<file path="src/rtl/mhf_pkg.sv">
package mhf_pkg;

   localparam int unsigned BYTE_W = 8;

   // Running per-frame address comparison state
   typedef struct packed {
      logic match;   // all bytes so far equal the station address
      logic bcast;   // all bytes so far are 0xFF
      logic group;   // group bit of the first byte
   } mhf_flags_t;

   localparam mhf_flags_t FLAGS_SEED = '{match: 1'b1, bcast: 1'b1, group: 1'b0};

endpackage

</file>
<file path="src/rtl/mhf_crc_unit.sv">
module mhf_crc_unit #(
   parameter int            CRC_W   = 32,
   parameter logic [31:0]   POLY    = 32'hEDB8_8320,
   parameter logic [31:0]   INIT    = 32'hFFFF_FFFF,
   parameter bit            REFLECT = 1'b1,
   parameter int            OUT_W   = 6
) (
   input  logic             clk,
   input  logic             rst_n,
   input  logic             step,
   input  logic             restart,
   input  logic [7:0]       data,
   output logic [OUT_W-1:0] crc_low_next
);

   localparam logic [CRC_W-1:0] POLY_W = POLY[CRC_W-1:0];
   localparam logic [CRC_W-1:0] INIT_W = INIT[CRC_W-1:0];

   if (CRC_W < OUT_W || CRC_W > 32) begin : g_bad_width
      $error("mhf_crc_unit: CRC_W must lie between OUT_W and 32");
   end

   logic [CRC_W-1:0] crc_q;
   logic [CRC_W-1:0] seed;
   logic [CRC_W-1:0] crc_next;

   assign seed = restart ? INIT_W : crc_q;

   if (REFLECT) begin : g_lsb_first
      always_comb begin
         crc_next = seed;
         for (int k = 0; k < 8; k++) begin
            if (crc_next[0] ^ data[k]) crc_next = (crc_next >> 1) ^ POLY_W;
            else                       crc_next = crc_next >> 1;
         end
      end
   end else begin : g_msb_first
      always_comb begin
         crc_next = seed;
         for (int k = 7; k >= 0; k--) begin
            if (crc_next[CRC_W-1] ^ data[k]) crc_next = (crc_next << 1) ^ POLY_W;
            else                             crc_next = crc_next << 1;
         end
      end
   end

   always_ff @(posedge clk) begin
      if (!rst_n)    crc_q <= INIT_W;
      else if (step) crc_q <= crc_next;
   end

   assign crc_low_next = crc_next[OUT_W-1:0];

   // Cycles without a byte leave the running CRC untouched
   assert_crc_hold_R10: assert property (@(posedge clk) disable iff (!rst_n)
      !step |=> $stable(crc_q));

endmodule

</file>
<file path="src/rtl/mhf_addr_cmp.sv">
module mhf_addr_cmp
   import mhf_pkg::*;
#(
   parameter  int ADDR_BYTES = 6,
   localparam int POS_W      = $clog2(ADDR_BYTES + 1)
) (
   input  logic                         clk,
   input  logic                         rst_n,
   input  logic                         step,
   input  logic                         restart,
   input  logic [POS_W-1:0]             pos,
   input  logic [BYTE_W-1:0]            data,
   input  logic [ADDR_BYTES*BYTE_W-1:0] station,
   output mhf_flags_t                   flags_next
);

   logic [BYTE_W-1:0] sta_b [ADDR_BYTES];

   for (genvar g = 0; g < ADDR_BYTES; g++) begin : g_sta_byte
      assign sta_b[g] = station[g*BYTE_W +: BYTE_W];
   end

   mhf_flags_t flags_q;
   mhf_flags_t seed;

   always_comb begin
      seed             = restart ? FLAGS_SEED : flags_q;
      flags_next.match = seed.match & (data == sta_b[pos]);
      flags_next.bcast = seed.bcast & (&data);
      flags_next.group = (pos == '0) ? data[0] : seed.group;
   end

   always_ff @(posedge clk) begin
      if (!rst_n)    flags_q <= '0;
      else if (step) flags_q <= flags_next;
   end

   // A mismatching byte can not be undone by later bytes of the same frame
   assert_match_sticky_R3: assert property (@(posedge clk) disable iff (!rst_n)
      (step && !restart && !flags_q.match) |=> !flags_q.match);

endmodule

</file>
<file path="src/rtl/mhf_hash_lookup.sv">
module mhf_hash_lookup #(
   parameter  int IDX_W       = 6,
   parameter  bit IDX_REVERSE = 1'b1,
   localparam int TABLE_W     = 1 << IDX_W,
   localparam int HALF_W      = TABLE_W / 2
) (
   input  logic [IDX_W-1:0]  crc_low,
   input  logic [HALF_W-1:0] table_hi,
   input  logic [HALF_W-1:0] table_lo,
   output logic              hit
);

   logic [IDX_W-1:0]   idx;
   logic [TABLE_W-1:0] tbl;

   if (IDX_REVERSE) begin : g_rev_idx
      for (genvar g = 0; g < IDX_W; g++) begin : g_bit
         assign idx[g] = crc_low[IDX_W-1-g];
      end
   end else begin : g_fwd_idx
      assign idx = crc_low;
   end

   assign tbl = {table_hi, table_lo};
   assign hit = tbl[idx];

endmodule

</file>
<file path="src/rtl/mc_hash_filter.sv">
module mc_hash_filter
   import mhf_pkg::*;
#(
   parameter  int          ADDR_BYTES  = 6,
   parameter  int          HASH_IDX_W  = 6,
   parameter  logic [31:0] CRC_POLY    = 32'hEDB8_8320,
   parameter  logic [31:0] CRC_INIT    = 32'hFFFF_FFFF,
   parameter  bit          CRC_REFLECT = 1'b1,
   parameter  bit          IDX_REVERSE = 1'b1,
   localparam int          STA_LO_W    = 32,
   localparam int          STA_HI_W    = ADDR_BYTES*BYTE_W - STA_LO_W,
   localparam int          TBL_HALF_W  = (1 << HASH_IDX_W) / 2
) (
   input  logic                  clk,
   input  logic                  rst_n,
   input  logic                  rx_byte_vld,
   input  logic                  rx_sof,
   input  logic [BYTE_W-1:0]     rx_byte,
   input  logic [STA_HI_W-1:0]   sta_addr_hi,
   input  logic [STA_LO_W-1:0]   sta_addr_lo,
   input  logic [TBL_HALF_W-1:0] mc_table_hi,
   input  logic [TBL_HALF_W-1:0] mc_table_lo,
   input  logic                  promisc_en,
   output logic                  decide_vld,
   output logic                  decide_accept
);

   localparam int               CNT_W    = $clog2(ADDR_BYTES + 1);
   localparam logic [CNT_W-1:0] IDLE_POS = CNT_W'(ADDR_BYTES);
   localparam logic [CNT_W-1:0] LAST_POS = CNT_W'(ADDR_BYTES - 1);

   if (ADDR_BYTES < 5 || ADDR_BYTES > 8) begin : g_bad_addr
      $error("mc_hash_filter: ADDR_BYTES must be 5 to 8");
   end
   if (HASH_IDX_W < 2 || HASH_IDX_W > 8) begin : g_bad_idx
      $error("mc_hash_filter: HASH_IDX_W must be 2 to 8");
   end

   // Byte position tracking
   logic [CNT_W-1:0] cnt_q;
   logic [CNT_W-1:0] pos;
   logic             take;
   logic             last_byte;

   assign take      = rx_byte_vld && (rx_sof || (cnt_q != IDLE_POS));
   assign pos       = rx_sof ? '0 : cnt_q;
   assign last_byte = take && (pos == LAST_POS);

   always_ff @(posedge clk) begin
      if (!rst_n)    cnt_q <= IDLE_POS;
      else if (take) cnt_q <= pos + CNT_W'(1);
   end

   // Hash path
   logic [HASH_IDX_W-1:0] crc_low_nxt;
   logic                  tbl_hit;

   mhf_crc_unit #(
      .CRC_W   (32),
      .POLY    (CRC_POLY),
      .INIT    (CRC_INIT),
      .REFLECT (CRC_REFLECT),
      .OUT_W   (HASH_IDX_W)
   ) u_crc (
      .clk          (clk),
      .rst_n        (rst_n),
      .step         (take),
      .restart      (rx_sof),
      .data         (rx_byte),
      .crc_low_next (crc_low_nxt)
   );

   mhf_hash_lookup #(
      .IDX_W       (HASH_IDX_W),
      .IDX_REVERSE (IDX_REVERSE)
   ) u_lookup (
      .crc_low  (crc_low_nxt),
      .table_hi (mc_table_hi),
      .table_lo (mc_table_lo),
      .hit      (tbl_hit)
   );

   // Address comparison path
   mhf_flags_t flags_nxt;

   mhf_addr_cmp #(
      .ADDR_BYTES (ADDR_BYTES)
   ) u_cmp (
      .clk        (clk),
      .rst_n      (rst_n),
      .step       (take),
      .restart    (rx_sof),
      .pos        (pos),
      .data       (rx_byte),
      .station    ({sta_addr_hi, sta_addr_lo}),
      .flags_next (flags_nxt)
   );

   // Decision
   logic keep;

   always_comb begin
      if (promisc_en)           keep = 1'b1;
      else if (flags_nxt.bcast) keep = 1'b1;
      else if (flags_nxt.group) keep = tbl_hit;
      else                      keep = flags_nxt.match;
   end

   always_ff @(posedge clk) begin
      if (!rst_n) begin
         decide_vld    <= 1'b0;
         decide_accept <= 1'b0;
      end else begin
         decide_vld    <= last_byte;
         decide_accept <= last_byte & keep;
      end
   end

   // Checks
   assert_strobe_cause_R8: assert property (@(posedge clk) disable iff (!rst_n)
      decide_vld |-> $past(rx_byte_vld));

   assert_one_strobe_R8: assert property (@(posedge clk) disable iff (!rst_n)
      decide_vld |=> !decide_vld);

   assert_accept_qual_R9: assert property (@(posedge clk) disable iff (!rst_n)
      decide_accept |-> decide_vld);

   assert_promisc_R7: assert property (@(posedge clk) disable iff (!rst_n)
      (decide_vld && $past(promisc_en)) |-> decide_accept);

   assert_bcast_R5: assert property (@(posedge clk) disable iff (!rst_n)
      (decide_vld && $past(flags_nxt.bcast)) |-> decide_accept);

   assert_all_mc_R6: assert property (@(posedge clk) disable iff (!rst_n)
      (decide_vld && $past(flags_nxt.group && (&{mc_table_hi, mc_table_lo})))
         |-> decide_accept);

   assert_unicast_R4: assert property (@(posedge clk) disable iff (!rst_n)
      (decide_vld && $past(!flags_nxt.group && !flags_nxt.match && !promisc_en))
         |-> !decide_accept);

endmodule

</file>
<file path="config.mk">
export PLATFORM = sky130hd
export DESIGN_NAME = mc_hash_filter
export DESIGN_NICKNAME = d
export VERILOG_FILES = /design/src/rtl/mhf_pkg.sv /design/src/rtl/mhf_crc_unit.sv /design/src/rtl/mhf_addr_cmp.sv /design/src/rtl/mhf_hash_lookup.sv /design/src/rtl/mc_hash_filter.sv
export SDC_FILE = /design/constraint.sdc
export NUM_CORES = 1
export LEC_CHECK = 0
export BUFFER_PORTS_ARGS = -buffer_cell sky130_fd_sc_hd__buf_2
export CAP_MARGIN = 10
export CORE_MARGIN = 5
export CORE_UTILIZATION = 25
export CTS_CLUSTER_DIAMETER = 120
export DETAILED_ROUTE_END_ITERATION = 6
export GPL_ROUTABILITY_DRIVEN = 0
export PLACE_DENSITY = 0.48
export SLEW_MARGIN = 10
export SYNTH_ARGS = -nofsm -noshare
export SYNTH_HDL_FRONTEND = slang
export SYNTH_SLANG_ARGS = --single-unit
</file>
<file path="constraint.sdc">
create_clock -name clk -period 2.85 [get_ports clk]
set_input_delay 0.285 -clock clk [delete_from_list [all_inputs] [get_ports clk]]
set_output_delay 0.285 -clock clk [all_outputs]
set_load 0.02 [all_outputs]
</file>
==> flow_metrics.py, run 1 <==
metrics = {
    "sta": {
        "tns_ps": 0,
        "hold_viol_final": 0,
        "slew_violations": 0,
        "post-route-period-util_pct": 95.11,
        "setup_violations": 0,
        "rsz0062_at_grt": "no",
        "fmax_mhz": 368.9,
        "max_slew_margin_pct": 53.59,
        "fin_skew_ps": 4.388,
        "min_period_ps": 2710,
        "worst_pin_slew_ps": 691.2,
    },
    "run_status": {
        "outcome": "finished clean",
    },
    "floorplanning": {
        "ios": 127,
        "rows": 44,
        "dieHeight_um": 132.5,
        "die-area_sq_um": 17550,
        "coreArea_sq_um": 14640,
        "die_w_um": 132.5,
        "start_util_pct": 25.61,
    },
    "clock_network": {
        "path_clk_slew_ps": 60,
        "cts_tree": "built",
        "cts_hold_buffers": 0,
        "clk_latency_ps": 280,
        "cts-root-buf": "clkbuf_16",
        "cts_htree_levels": 2,
        "clock_sinks": 40,
        "clockBufferDepth": 2,
        "post-cts-setup-buffers": 0,
        "cts_resized": 0,
        "numCtsBuffers": 5,
    },
    "grt": {
        "top_usage_layer": "met2",
        "track_usage_pct": 12.59,
        "grt_pass1_wl_um": 18200,
        "grt_overflow_total": 0,
        "antenna_found_initial": 0,
        "grt_max_degree": 71,
        "first_global_vias": 3636,
        "met1_usage_pct": 15.73,
        "global_route.usage.met2_pct": 22.60,
        "grt_use_met3_pct": 2.923,
    },
    "placed_design": {
        "placed_area_sq_um": 4706,
        "dp_hpwl_um": 9109,
        "place_inst": 743,
        "io_buffer_count": 126,
    },
    "detailed_routing": {
        "drt-pass1-iter-count": 4,
        "detail_route.wirelength_um": 11150,
        "postRouteAntennaNets": 0,
        "vias_per_cell": 4.622,
        "vias": 3471,
        "wl_per_cell_um": 14.85,
        "drt_iter0_drc": 131,
        "drt_drc_violations_left": 0,
    },
    "power_and_ir_drop": {
        "p_leak_uw": 0.002164,
        "p_total_uw": 3091,
        "peakVddDrop_mv": 0.2956,
        "power.density_nw_per_um2": 637.1,
    },
    "setup_path": {
        "crit_fanout": 5,
        "start_kind": "flip-flop",
        "end_kind": "flip-flop",
        "arrival_ps": 2890,
        "required_ps": 3030,
        "criticalPathCategory": "reg2reg",
    },
    "synthesis": {
        "synth-seq-area-share_pct": 21.35,
        "synthesis.area_sq_um": 3750,
        "ys_types": 51,
        "synthesis.nets": 563,
        "syn_inst": 435,
        "ys_warn_count": 0,
        "avgSynthCellArea_sq_um": 8.620,
        "ys_ff_latch": 40,
    },
    "final_layout": {
        "layout-drive-gt1-share_pct": 32.28,
        "layout_common_cells": "buf_2 (126), xnor2_1 (66), mux2i_1 (48), nand2_1 (46), nor2_1 (46)",
        "final_area_sq_um": 4852,
        "nets": 694,
        "antenna_cells": 0,
        "final_common_cell": "buf_2",
        "syn2layout_area_growth_pct": 29.40,
        "instances_no_fill": 751,
    },
    "run": {
        "maxCapViolCount": 0,
    },
    "min_path": {
        "hp-class": "in2reg",
    },
}
## cell usage after synthesis, drive strengths merged
cell type | count | area [sq um]
nor3b | 4 | 30.03
ha | 3 | 37.54
nor3 | 2 | 15.01
nand2 | 46 | 172.7
o2111ai | 1 | 8.760
inv | 8 | 30.03
xor3 | 1 | 23.77
clkbuf | 21 | 78.83
xnor2 | 69 | 638.1
mux4 | 6 | 146.4
o211ai | 33 | 247.7
a21boi | 1 | 7.510
o31a | 1 | 8.760
nand4 | 3 | 18.77
a221oi | 1 | 8.760
nor2b | 5 | 31.28
a211oi | 3 | 22.52
o22ai | 8 | 50.05
or2 | 1 | 6.260
o21bai | 2 | 15.01
a31o | 1 | 8.760
buf | 12 | 97.59
and2 | 4 | 25.02
nor4 | 2 | 12.51
xnor3 | 3 | 70.07
a222oi | 1 | 10.01
mux2 | 6 | 67.56
mux2i | 48 | 480.5
a32oi | 2 | 17.52
a22oi | 3 | 22.52
dfxtp | 40 | 800.8
nand3 | 4 | 20.02
o31ai | 1 | 7.510
nor2 | 48 | 185.2
a21oi | 4 | 20.02
o221ai | 4 | 35.03
xor2 | 26 | 235.2
nand2b | 1 | 6.260
o21ai | 6 | 30.03
## critical path, cell delays in order, from the launching register on
cell     delay [ps]
dfxtp_1         310
nor2_1          210
xnor3_1         390
xnor3_2         340
mux4_1          590
mux2i_1         150
mux2i_1         120
a31o_1          230
o31a_1          260
## kinds of logic after synthesis
kind of cell / synth area share, %
xor+xnor: 25.79
flops: 21.35
fa+ha+maj: 1.001
buf+inv: 5.506
mux: 18.52
simple gates: 13.95
compound gates: 13.88
## state kept, by name, indices dropped and copies added (netlist names)
register / cells
decide_accept: 1
u_cmp.flags_q: 3
decide_vld: 1
u_crc.crc_q: 32
cnt_q: 3
## final cells by class
| cell class | count | area (sq um) |
|---|---|---|
| Tap cell | 184 | 230.2 |
| Timing Repair Buffer | 157 | 888.4 |
| Inverter | 8 | 30.03 |
| Multi-Input combinational cell | 354 | 2756 |
| Clock buffer | 8 | 146.4 |
| Sequential cell | 40 | 800.8 |
| Fill cell | 1550 | 9792 |
## metal layers
layer,part of all wire (%),wire length [um]
met4,0.57,63
met5,0,0
met3,4.7,523
met1,45,4967
met2,50,5596
## power by group
part	total [uW]	internal, uW	switching [uW]
combinational	1810	907	906
sequential	706	645	61.4
clock	572	349	223
## final timing paths
check | from | endpoint | slack, ps | cells past startpoint
min | rst_n | u_crc.crc_q[0] | 280 | 2
min reg2reg | u_crc.crc_q[30] | u_crc.crc_q[30] | 480 | 2
max | u_crc.crc_q[5] | decide_accept | 140 | 8
max reg2reg | u_crc.crc_q[5] | decide_accept | 140 | 8
## metrics by stage
| step | util [%] | setup WS, ps | hold WS [ps] |
|---|---|---|---|
| 2_1_floorplan | - | 300.7 | 435.5 |
| 4_1_cts | 33.13 | 93.05 | 273.7 |
| 3_5_place_dp | 32.13 | 24.82 | 468.2 |
| 5_1_grt | 33.13 | 16.41 | 296.0 |
| 3_3_place_gp | 32.13 | 93.27 | 458.8 |
| 6_report | 33.13 | 139.5 | 276.7 |
(Power assumes the default switching activity.)
==> run 2: changes to the inputs <==
Settings changed: BUFFER_PORTS_ARGS -buffer_cell sky130_fd_sc_hd__buf_2 to -buffer_cell sky130_fd_sc_hd__clkbuf_2.
Clock period 2.85 ns to 3.41 ns, I/O delays scaled along.
==> flow_metrics.py, run 2 (synthesized netlist as in run 1, its figures left out) <==
metrics = {
    "run_status": {
        "outcome": "finished clean",
    },
    "setup_path": {
        "arrival_ps": 3010,
        "reg2reg_slack_ps": 570,
        "timing.rr.start": "u_crc.crc_q[0]",
        "worstReg2RegEnd": "decide_accept",
        "crit_fanout": 13,
        "end_kind": "flip-flop",
        "cpMaxStageDelayCell": "xnor3_2",
        "crit_path_end": "decide_accept",
        "cp-startpoint": "u_crc.crc_q[0]",
        "rr_worst_depth": 10,
        "path_cells": "xnor2_1 -> nor2_2 -> xnor2_4 -> xnor3_2 -> buf_4 -> mux2i_1 -> a22oi_1 -> a211oi_1 -> a31o_1 -> o31a_1",
        "required_ps": 3580,
        "criticalPathCategory": "reg2reg",
        "start_kind": "flip-flop",
        "slowest_delay_ps": 620,
    },
    "final_layout": {
        "fin_util_pct": 32.09,
        "largest_reg_flops": 32,
        "layout-drive-gt1-share_pct": 30.24,
        "antenna_cells": 0,
        "multi_input_area_sq_um": 2756,
        "final_common_cell": "clkbuf_2",
        "reg_top3": "u_crc.crc_q x32, cnt_q x3, u_cmp.flags_q x3",
        "syn2layout_area_growth_pct": 25.33,
        "nFillCells": 1587,
        "regArea_sq_um": 800.8,
        "nets": 677,
        "layout_common_cells": "clkbuf_2 (126), xnor2_1 (66), mux2i_1 (48), nand2_1 (46), nor2_1 (46)",
        "regMostFlops": "u_crc.crc_q",
    },
    "detailed_routing": {
        "top_layer_used": "met4",
        "dr_wl_met2_um": 5486,
        "vias_per_cell": 4.729,
        "wl_met3_um": 597,
        "wl_met1_um": 4915,
        "vias": 3466,
        "wl_per_cell_um": 15.13,
        "drt-pass1-iter-count": 6,
        "drt_drc_violations_left": 0,
        "postRouteAntennaNets": 0,
        "detail_route.wirelength_um": 11090,
        "drt_iter0_drc": 163,
    },
    "sta": {
        "worst_pin_slew_ps": 832.9,
        "rsz0062_at_grt": "no",
        "fin_skew_ps": 3.087,
        "slew_violations": 0,
        "final.setup.worst_slack_ps": 574.5,
        "tns_ps": 0,
        "hold_viol_final": 0,
        "min_period_ps": 2836,
        "fmax_mhz": 352.7,
        "fin_hold_ws_ps": 411.2,
        "setup_violations": 0,
        "post-route-period-util_pct": 83.15,
        "max_slew_margin_pct": 44.08,
    },
    "placed_design": {
        "place_ws_ps": 417.6,
        "dp_hpwl_um": 8987,
        "io_buffer_count": 126,
    },
    "clock_network": {
        "cts_htree_levels": 2,
        "clk_latency_ps": 280,
        "post-cts-setup-buffers": 0,
        "numCtsBuffers": 5,
        "cts_resized": 0,
        "cts_hold_buffers": 0,
        "cts_tree": "built",
        "cts-root-buf": "clkbuf_16",
        "clock_sinks": 40,
        "path_clk_slew_ps": 60,
        "clockBufferDepth": 2,
    },
    "min_path": {
        "min_path_cells": 3,
        "hp-class": "in2reg",
    },
    "grt": {
        "track_usage_pct": 12.64,
        "grt_pass1_wl_um": 18210,
        "antenna_found_initial": 0,
        "grt_max_degree": 71,
        "first_global_vias": 3601,
        "grt_overflow_total": 0,
    },
    "floorplanning": {
        "start_util_pct": 25.61,
        "ios": 127,
        "coreArea_sq_um": 14640,
        "die-area_sq_um": 17550,
        "dieHeight_um": 132.5,
        "rows": 44,
        "die_w_um": 132.5,
    },
    "power_and_ir_drop": {
        "peakVddDrop_mv": 0.2720,
        "power.density_nw_per_um2": 532.1,
        "p_total_uw": 2501,
        "p_leak_uw": 0.002099,
    },
    "run": {
        "maxCapViolCount": 0,
    },
}
-- run 2: worst min path at each step --
stage | from | end
after global placement | u_crc.crc_q[22] | u_crc.crc_q[22]
after global routing | rx_byte_vld | cnt_q[2]
final | rx_byte_vld | cnt_q[2]
after detailed placement | u_crc.crc_q[5] | u_crc.crc_q[5]
after CTS | promisc_en | decide_accept
after floorplan | u_crc.crc_q[30] | u_crc.crc_q[30]
-- run 2: critical path: cells and delay by family, from the launching register on --
kind                   cells  cell delay [ps]
buffers and inverters      1              260
flip-flops                 1              450
AND/OR/NAND/NOR            1               90
multiplexers               1              140
AO/OA/AOI/OAI              4              750
XOR/XNOR                   3             1040
-- run 2: report_power, final --
part	total [uW]	switching [uW]	internal, uW	leakage [uW]
Sequential	603	64.0	539	0.000332
Clock	446	181	266	0.0000667
Combinational	1450	731	721	0.00170
-- run 2: final cells by class --
class	count	area share [%]
clock buffer	6	2.742
clock inverter	1	0.1065
inverter	8	0.6390
multi-input combinational	354	58.65
sequential	40	17.04
tap	184	4.899
timing repair buffer	140	15.92
-- run 2: layer usage --
layer / GRT usage [%] / vias to the layer above
li1: - / 1746
met1: 15.77 / 1619
met2: 22.09 / 92
met3: 3.341 / 9
met4: 2.367 / 0
met5: 0 / -
-- run 2: per-stage QoR --
step,instances,instance area (sq um)
3_5_place_dp,726,4566
3_3_place_gp,726,4566
4_1_cts,733,4700
2_1_floorplan,435,3750
5_1_grt,733,4700
6_report,733,4700
